===== src/rtl/irqc_pkg.sv =====
// Package irqc_pkg
// Shared sizes, register addresses and the source-to-bit placement for the
// interrupt collector. Assumes a 14-bit register layout with bits 10 and 11
// left empty.
package irqc_pkg;
    localparam int NUM_SRC  = 12;
    localparam int REG_W    = 14;
    localparam int ADDR_W   = 8;
    localparam int GAP_LO   = 10;
    localparam int GAP_W    = 2;
    localparam logic [ADDR_W-1:0] STATUS_ADDR = 8'h18;
    localparam logic [ADDR_W-1:0] MASK_ADDR   = 8'h20;

    // Bit position in the status register for source k.
    function automatic int src_pos(input int k);
        return (k < GAP_LO) ? k : k + GAP_W;
    endfunction

    // Pattern of implemented register bits.
    function automatic logic [REG_W-1:0] impl_bits();
        logic [REG_W-1:0] v;
        v = '0;
        for (int k = 0; k < NUM_SRC; k++) begin
            v[src_pos(k)] = 1'b1;
        end
        return v;
    endfunction

    localparam logic [REG_W-1:0] IMPL = impl_bits();
endpackage


===== src/rtl/irqc_spread.sv =====
// Module irqc_spread
// Places the dense per-source event vector into the sparse register layout.
// Purely combinational; empty bit positions are driven to 0.
module irqc_spread
    import irqc_pkg::*;
(
    input  logic [NUM_SRC-1:0] evt_dense,
    output logic [REG_W-1:0]   evt_sparse
);
    for (genvar b = 0; b < REG_W; b++) begin : g_bit
        if (b < GAP_LO) begin : g_low
            // Bits below the gap take the source with the same index.
            assign evt_sparse[b] = evt_dense[b];
        end else if (b < GAP_LO + GAP_W) begin : g_gap
            // Bits in the gap have no source.
            assign evt_sparse[b] = 1'b0;
        end else begin : g_high
            // Bits above the gap take the source two indices lower.
            assign evt_sparse[b] = evt_dense[b - GAP_W];
        end
    end
endmodule


===== src/rtl/irqc_status.sv =====
// Module irqc_status
// Sticky status register. A set pulse latches a bit; clr empties the register
// at the next edge. A set in the same cycle as clr wins for its own bit.
// Assumes set_vec is 0 outside the implemented bits.
module irqc_status
    import irqc_pkg::*;
(
    input  logic             clk,
    input  logic             rst_n,
    input  logic [REG_W-1:0] set_vec,
    input  logic             clr,
    output logic [REG_W-1:0] status_q
);
    logic [REG_W-1:0] keep;

    // Bits kept from the previous cycle.
    always_comb keep = clr ? '0 : status_q;

    // Latch new events over the kept bits.
    always_ff @(posedge clk) begin
        if (!rst_n) status_q <= '0;
        else        status_q <= keep | set_vec;
    end

    assert_cleared_R5: assert property (@(posedge clk) disable iff (!rst_n)
        (clr && set_vec == '0) |=> status_q == '0);

    assert_held_R4: assert property (@(posedge clk) disable iff (!rst_n)
        !clr |=> (status_q & $past(status_q)) == $past(status_q));

    assert_not_lost_R6: assert property (@(posedge clk) disable iff (!rst_n)
        (clr && set_vec != '0) |=> status_q == $past(set_vec));
endmodule


===== src/rtl/irqc_mask.sv =====
// Module irqc_mask
// Blocking register with one bit per source. Resets to all implemented bits
// set, and loads only the implemented bits on a write.
module irqc_mask
    import irqc_pkg::*;
(
    input  logic             clk,
    input  logic             rst_n,
    input  logic             wr,
    input  logic [REG_W-1:0] wdata,
    output logic [REG_W-1:0] mask_q
);
    // Hold or load the mask.
    always_ff @(posedge clk) begin
        if (!rst_n)  mask_q <= IMPL;
        else if (wr) mask_q <= wdata & IMPL;
    end

    assert_mask_load_R8: assert property (@(posedge clk) disable iff (!rst_n)
        wr |=> mask_q == ($past(wdata) & IMPL));

    assert_mask_hold_R9: assert property (@(posedge clk) disable iff (!rst_n)
        !wr |=> mask_q == $past(mask_q));
endmodule


===== src/rtl/irq_collector.sv =====
// Module irq_collector
// First-level interrupt collector: sparse sticky status register with a
// clear-on-read side effect, a mask register, and a registered IRQ output.
// Assumes single-cycle strobes and event pulses.
module irq_collector
    import irqc_pkg::*;
(
    input  logic                 clk,
    input  logic                 rst_n,
    input  logic [ADDR_W-1:0]    reg_addr,
    input  logic                 reg_we,
    input  logic                 reg_re,
    input  logic [REG_W-1:0]     reg_wdata,
    output logic [REG_W-1:0]     reg_rdata,
    input  logic [NUM_SRC-1:0]   src_evt,
    output logic                 irq
);
    logic             hit_status, hit_mask;
    logic             rd_status, wr_mask;
    logic [REG_W-1:0] evt_sparse, status_q, mask_q, pending;

    // Address decode.
    always_comb begin
        hit_status = (reg_addr == STATUS_ADDR);
        hit_mask   = (reg_addr == MASK_ADDR);
        rd_status  = reg_re && hit_status;
        wr_mask    = reg_we && hit_mask;
    end

    irqc_spread i_spread (
        .evt_dense  (src_evt),
        .evt_sparse (evt_sparse)
    );

    irqc_status i_status (
        .clk      (clk),
        .rst_n    (rst_n),
        .set_vec  (evt_sparse),
        .clr      (rd_status),
        .status_q (status_q)
    );

    irqc_mask i_mask (
        .clk    (clk),
        .rst_n  (rst_n),
        .wr     (wr_mask),
        .wdata  (reg_wdata),
        .mask_q (mask_q)
    );

    // Read mux: returns pre-edge register contents.
    always_comb begin
        reg_rdata = '0;
        if (reg_re && hit_status)    reg_rdata = status_q;
        else if (reg_re && hit_mask) reg_rdata = mask_q;
    end

    // Unmasked pending sources.
    always_comb pending = status_q & ~mask_q;

    // Register the interrupt line.
    always_ff @(posedge clk) begin
        if (!rst_n) irq <= 1'b0;
        else        irq <= |pending;
    end

    assert_reset_state_R1: assert property (@(posedge clk) disable iff (!rst_n)
        $rose(rst_n) |-> (status_q == '0 && mask_q == IMPL && !irq));

    assert_other_addr_R2: assert property (@(posedge clk) disable iff (!rst_n)
        (reg_re && !hit_status && !hit_mask) |-> reg_rdata == '0);

    assert_status_ro_R7: assert property (@(posedge clk) disable iff (!rst_n)
        (reg_we && hit_status && !reg_re && src_evt == '0) |=> status_q == $past(status_q));

    assert_gap_zero_R8: assert property (@(posedge clk) disable iff (!rst_n)
        reg_re |-> reg_rdata[GAP_LO+GAP_W-1:GAP_LO] == '0);

    assert_masked_quiet_R10: assert property (@(posedge clk) disable iff (!rst_n)
        ($past(mask_q) == IMPL) |-> !irq);

    assert_idle_bus_R11: assert property (@(posedge clk) disable iff (!rst_n)
        !reg_re |-> reg_rdata == '0);
endmodule


===== config.mk =====
export PLATFORM = sky130hd
export DESIGN_NAME = irq_collector
export DESIGN_NICKNAME = d
export VERILOG_FILES = /design/src/rtl/irqc_pkg.sv /design/src/rtl/irqc_spread.sv /design/src/rtl/irqc_status.sv /design/src/rtl/irqc_mask.sv /design/src/rtl/irq_collector.sv
export SDC_FILE = /design/constraint.sdc
export NUM_CORES = 1
export LEC_CHECK = 0
export ABC_AREA = 1
export BUFFER_PORTS_ARGS = -buffer_cell sky130_fd_sc_hd__buf_2
export CORE_MARGIN = 5
export CORE_UTILIZATION = 50
export DETAILED_ROUTE_END_ITERATION = 7
export GPL_TIMING_DRIVEN = 0
export HOLD_SLACK_MARGIN = 0.02
export PLACE_DENSITY = 0.82
export SYNTH_ARGS = -nofsm -noshare
export SYNTH_HDL_FRONTEND = slang
export SYNTH_SLANG_ARGS = --single-unit
export TNS_END_PERCENT = 100

===== constraint.sdc =====
create_clock -name clk -period 1.7 [get_ports clk]
set_input_delay 0.17 -clock clk [delete_from_list [all_inputs] [get_ports clk]]
set_output_delay 0.17 -clock clk [all_outputs]
set_load 0.01 [all_outputs]

==> flow_summary_export.csv <==
group,metric,value,unit
sta,setup_violations,0,
sta,period_needed,1370,ps
sta,tns,0,ps
worst_setup_path,crit_chain,"buf_2 > nor2_1 > nand2_2 > nor2_8 > nand2_2 > o21ai_0 > buf_2",
global_routing,overflow,0,
layout,nets,277,
clocking,cts.sinks,25,
floorplan,die-area,3540,µm²
synth,synth_area_leaders,"dfxtp_1, nand2_1, nand3_1",
clocking,htreeDepth,1,
clocking,post_cts_resized,0,
synth,yosys.cell_types.count,17,
sta,slew_violations,0,
worst_setup_path,end_kind,"output port",
global_routing,grt_util_all_layers,0.169,
worst_setup_path,r2r_slack,770,ps
worst_setup_path,cp-start-kind,"primary input",
clocking,cts-root-buf,"clkbuf_4",
drt,drt_iter0_markers,31,
synth,synth_area,1220,µm²
clocking,cts.clk_slew.worst_paths,140,ps
synth,async_flop_share,0,
worst_setup_path,slowest_stage,"o21ai_0",
floorplan,ioPinCount,53,
layout,drive_above_1_share,0.269,
floorplan,die_w,59.5,µm
job,cap_violations,0,
synth,yosysSeqAreaShare,0.409,
min_path,hp-class,"in2reg",
synth,synth.most_common_cell,"nand2_1",
synth,synth_adder_area_share,0,
status,status,"finished clean",
worst_setup_path,path_buf_inv,2,
worst_setup_path,cp_top_family,"simple AND/OR/NAND/NOR gates",
global_routing,antenna_found_initial,0,
synth,yosys.area.top_type,"dfxtp_1",
sta,rsz0062_at_grt,"no",
pwr,total_power,0.00100,W
drt,wl_per_cell,10.5,µm
synth,muxShareOfSynthArea,0,
synth,synthSimpleGateAreaFrac,0.352,
synth,yosysWarnings,0,
layout,n_antenna_cell,0,
synth,syn-mean-instance-area,6.62,µm²
worst_setup_path,crit_arrival,1200,ps
sta,worst_clock_skew,2.30,ps
pwr,ir_drop,0.605,mV
worst_setup_path,cp_max_fo,10,
pwr,p_leak,0.973,nW
worst_setup_path,cp_slowest_stage_delay,210,ps
synth,yosysTopAreaCellShare,0.409,
drt,avgViaCountPerCell,4.71,
clocking,clkLatencyLatePin,320,ps
sta,hold_viol_final,0,
floorplan,core,2410,µm²
clocking,cts_tree,"done",
synth,synth-edff-count,0,
layout,layout-area-overhead-vs-synth,25.4,%
clocking,cts_buffers,3,
placed_design,hpwl,2200,µm
drt,num_vias,1263,
drt,drt_first_pass_iters,4,
sta,fmax,729,MHz
clocking,clk_path_buf_depth,2,
placed_design,gp_congestion,0.844,
synth,synth_seq_cells,25,
synth,yosys.area_share.xor_xnor,0,
global_routing,grt_max_degree,16,
floorplan,initial_core_util,0.508,
drt,route.antenna.remaining_nets,0,
floorplan,placementRows,18,
global_routing,grt_pass1_vias,1162,
synth,synth_compound_area_frac,0.0981,
drt,drc,0,
sta,post-route-period-util,0.807,
worst_setup_path,crit_type,"in2out",
pwr,p_per_area,653,nW/µm²
worst_setup_path,cp.required,1530,ps
synth,synthFlopType,"dfxtp_1",
floorplan,dieHeight,59.5,µm
clocking,hold_buffers,0,
placed_design,io_buffer_count,48,
global_routing,grt_pass1_wl,4530,µm
synth,synthCells,185,
clocking,cts_setup_buffers,0,
synth,synth_top_family_by_area,"simple AND/OR/NAND/NOR gates",
synth,synth_common_cells,"nand2_1, inv_1, nand3_1, dfxtp_1, a21oi_1",
drt,wl,2820,µm
## power breakdown
group          internal [W]  switching (W)
Sequential         0.000607      0.0000151
Clock             0.0000900       0.000189
Combinational     0.0000501      0.0000519
Total              0.000747       0.000256
## cells in the final DEF (no fill, tap or decap), types with 10 or more instances in the layout
| master | instances |
|---|---|
| o21ai_0 | 10 |
| a21oi_1 | 12 |
| inv_1 | 29 |
| nand3_1 | 27 |
| nor2_1 | 11 |
| nand2_1 | 53 |
| dfxtp_1 | 25 |
| buf_2 | 48 |
## flip-flops by register name, indices dropped and copies added, names as in the netlist
signal,flops
i_mask.mask_q,12
i_status.status_q,12
irq,1
## layout make-up
| class | count | area (µm²) |
|---|---|---|
| Fill cell | 235 | 873 |
| Multi-Input combinational cell | 123 | 559 |
| Clock inverter | 1 | 7.51 |
| Timing Repair Buffer | 48 | 240 |
| Inverter | 30 | 113 |
| Tap cell | 30 | 37.5 |
| Buffer | 8 | 56.3 |
| Sequential cell | 25 | 500 |
| Clock buffer | 3 | 22.5 |
## cells by family (layout without fill, tap and decap cells)
| family | after synthesis | after routing |
|---|---|---|
| and+or+nand+nor | 97 | 97 |
| buffers and inverters | 38 | 90 |
| DFF | 25 | 25 |
| AOI/OAI and AO/OA | 24 | 24 |
| other | 1 | 2 |
## stage by stage
| step | instance area, µm² | utilization | instances | setup WS, ps | hold WS [ps] |
|---|---|---|---|---|---|
| after floorplan | 1230 | - | 186 | 579 | 254 |
| after global placement | 1510 | 0.625 | 264 | 342 | 390 |
| after detailed placement | 1510 | 0.625 | 264 | 315 | 394 |
| after CTS | 1540 | 0.638 | 268 | 312 | 50.7 |
| after global routing | 1540 | 0.638 | 268 | 216 | 57.7 |
| final | 1540 | 0.638 | 268 | 329 | 55.5 |
## routing by layer
metal / GRT usage / vias to the layer above / wire (µm) / share of wire
met2: 0.304 / 36 / 1440 / 0.51
met1: 0.189 / 550 / 1130 / 0.40
met3: 0.0327 / 4 / 213 / 0.076
met4: 0.0759 / 0 / 42 / 0.015
met5: 0 / - / 0 / 0
li1: - / 673 / - / -
## worst min-delay path: cells and delay by family
kind / cells / cell delay (ps)
buffers and inverters: 2 / 130
AO/OA/AOI/OAI: 1 / 50
## path summary, 6_finish.rpt
path                          start                   end  depth (start not counted)
setup / recovery        reg_addr[1]          reg_rdata[6]                          7
hold / removal           src_evt[4]  i_status.status_q[4]                          3
setup reg to reg  i_mask.mask_q[12]                   irq                          7
hold reg to reg    i_mask.mask_q[2]      i_mask.mask_q[2]                          2
No activity file was read; power rests on OpenSTA's default activity.
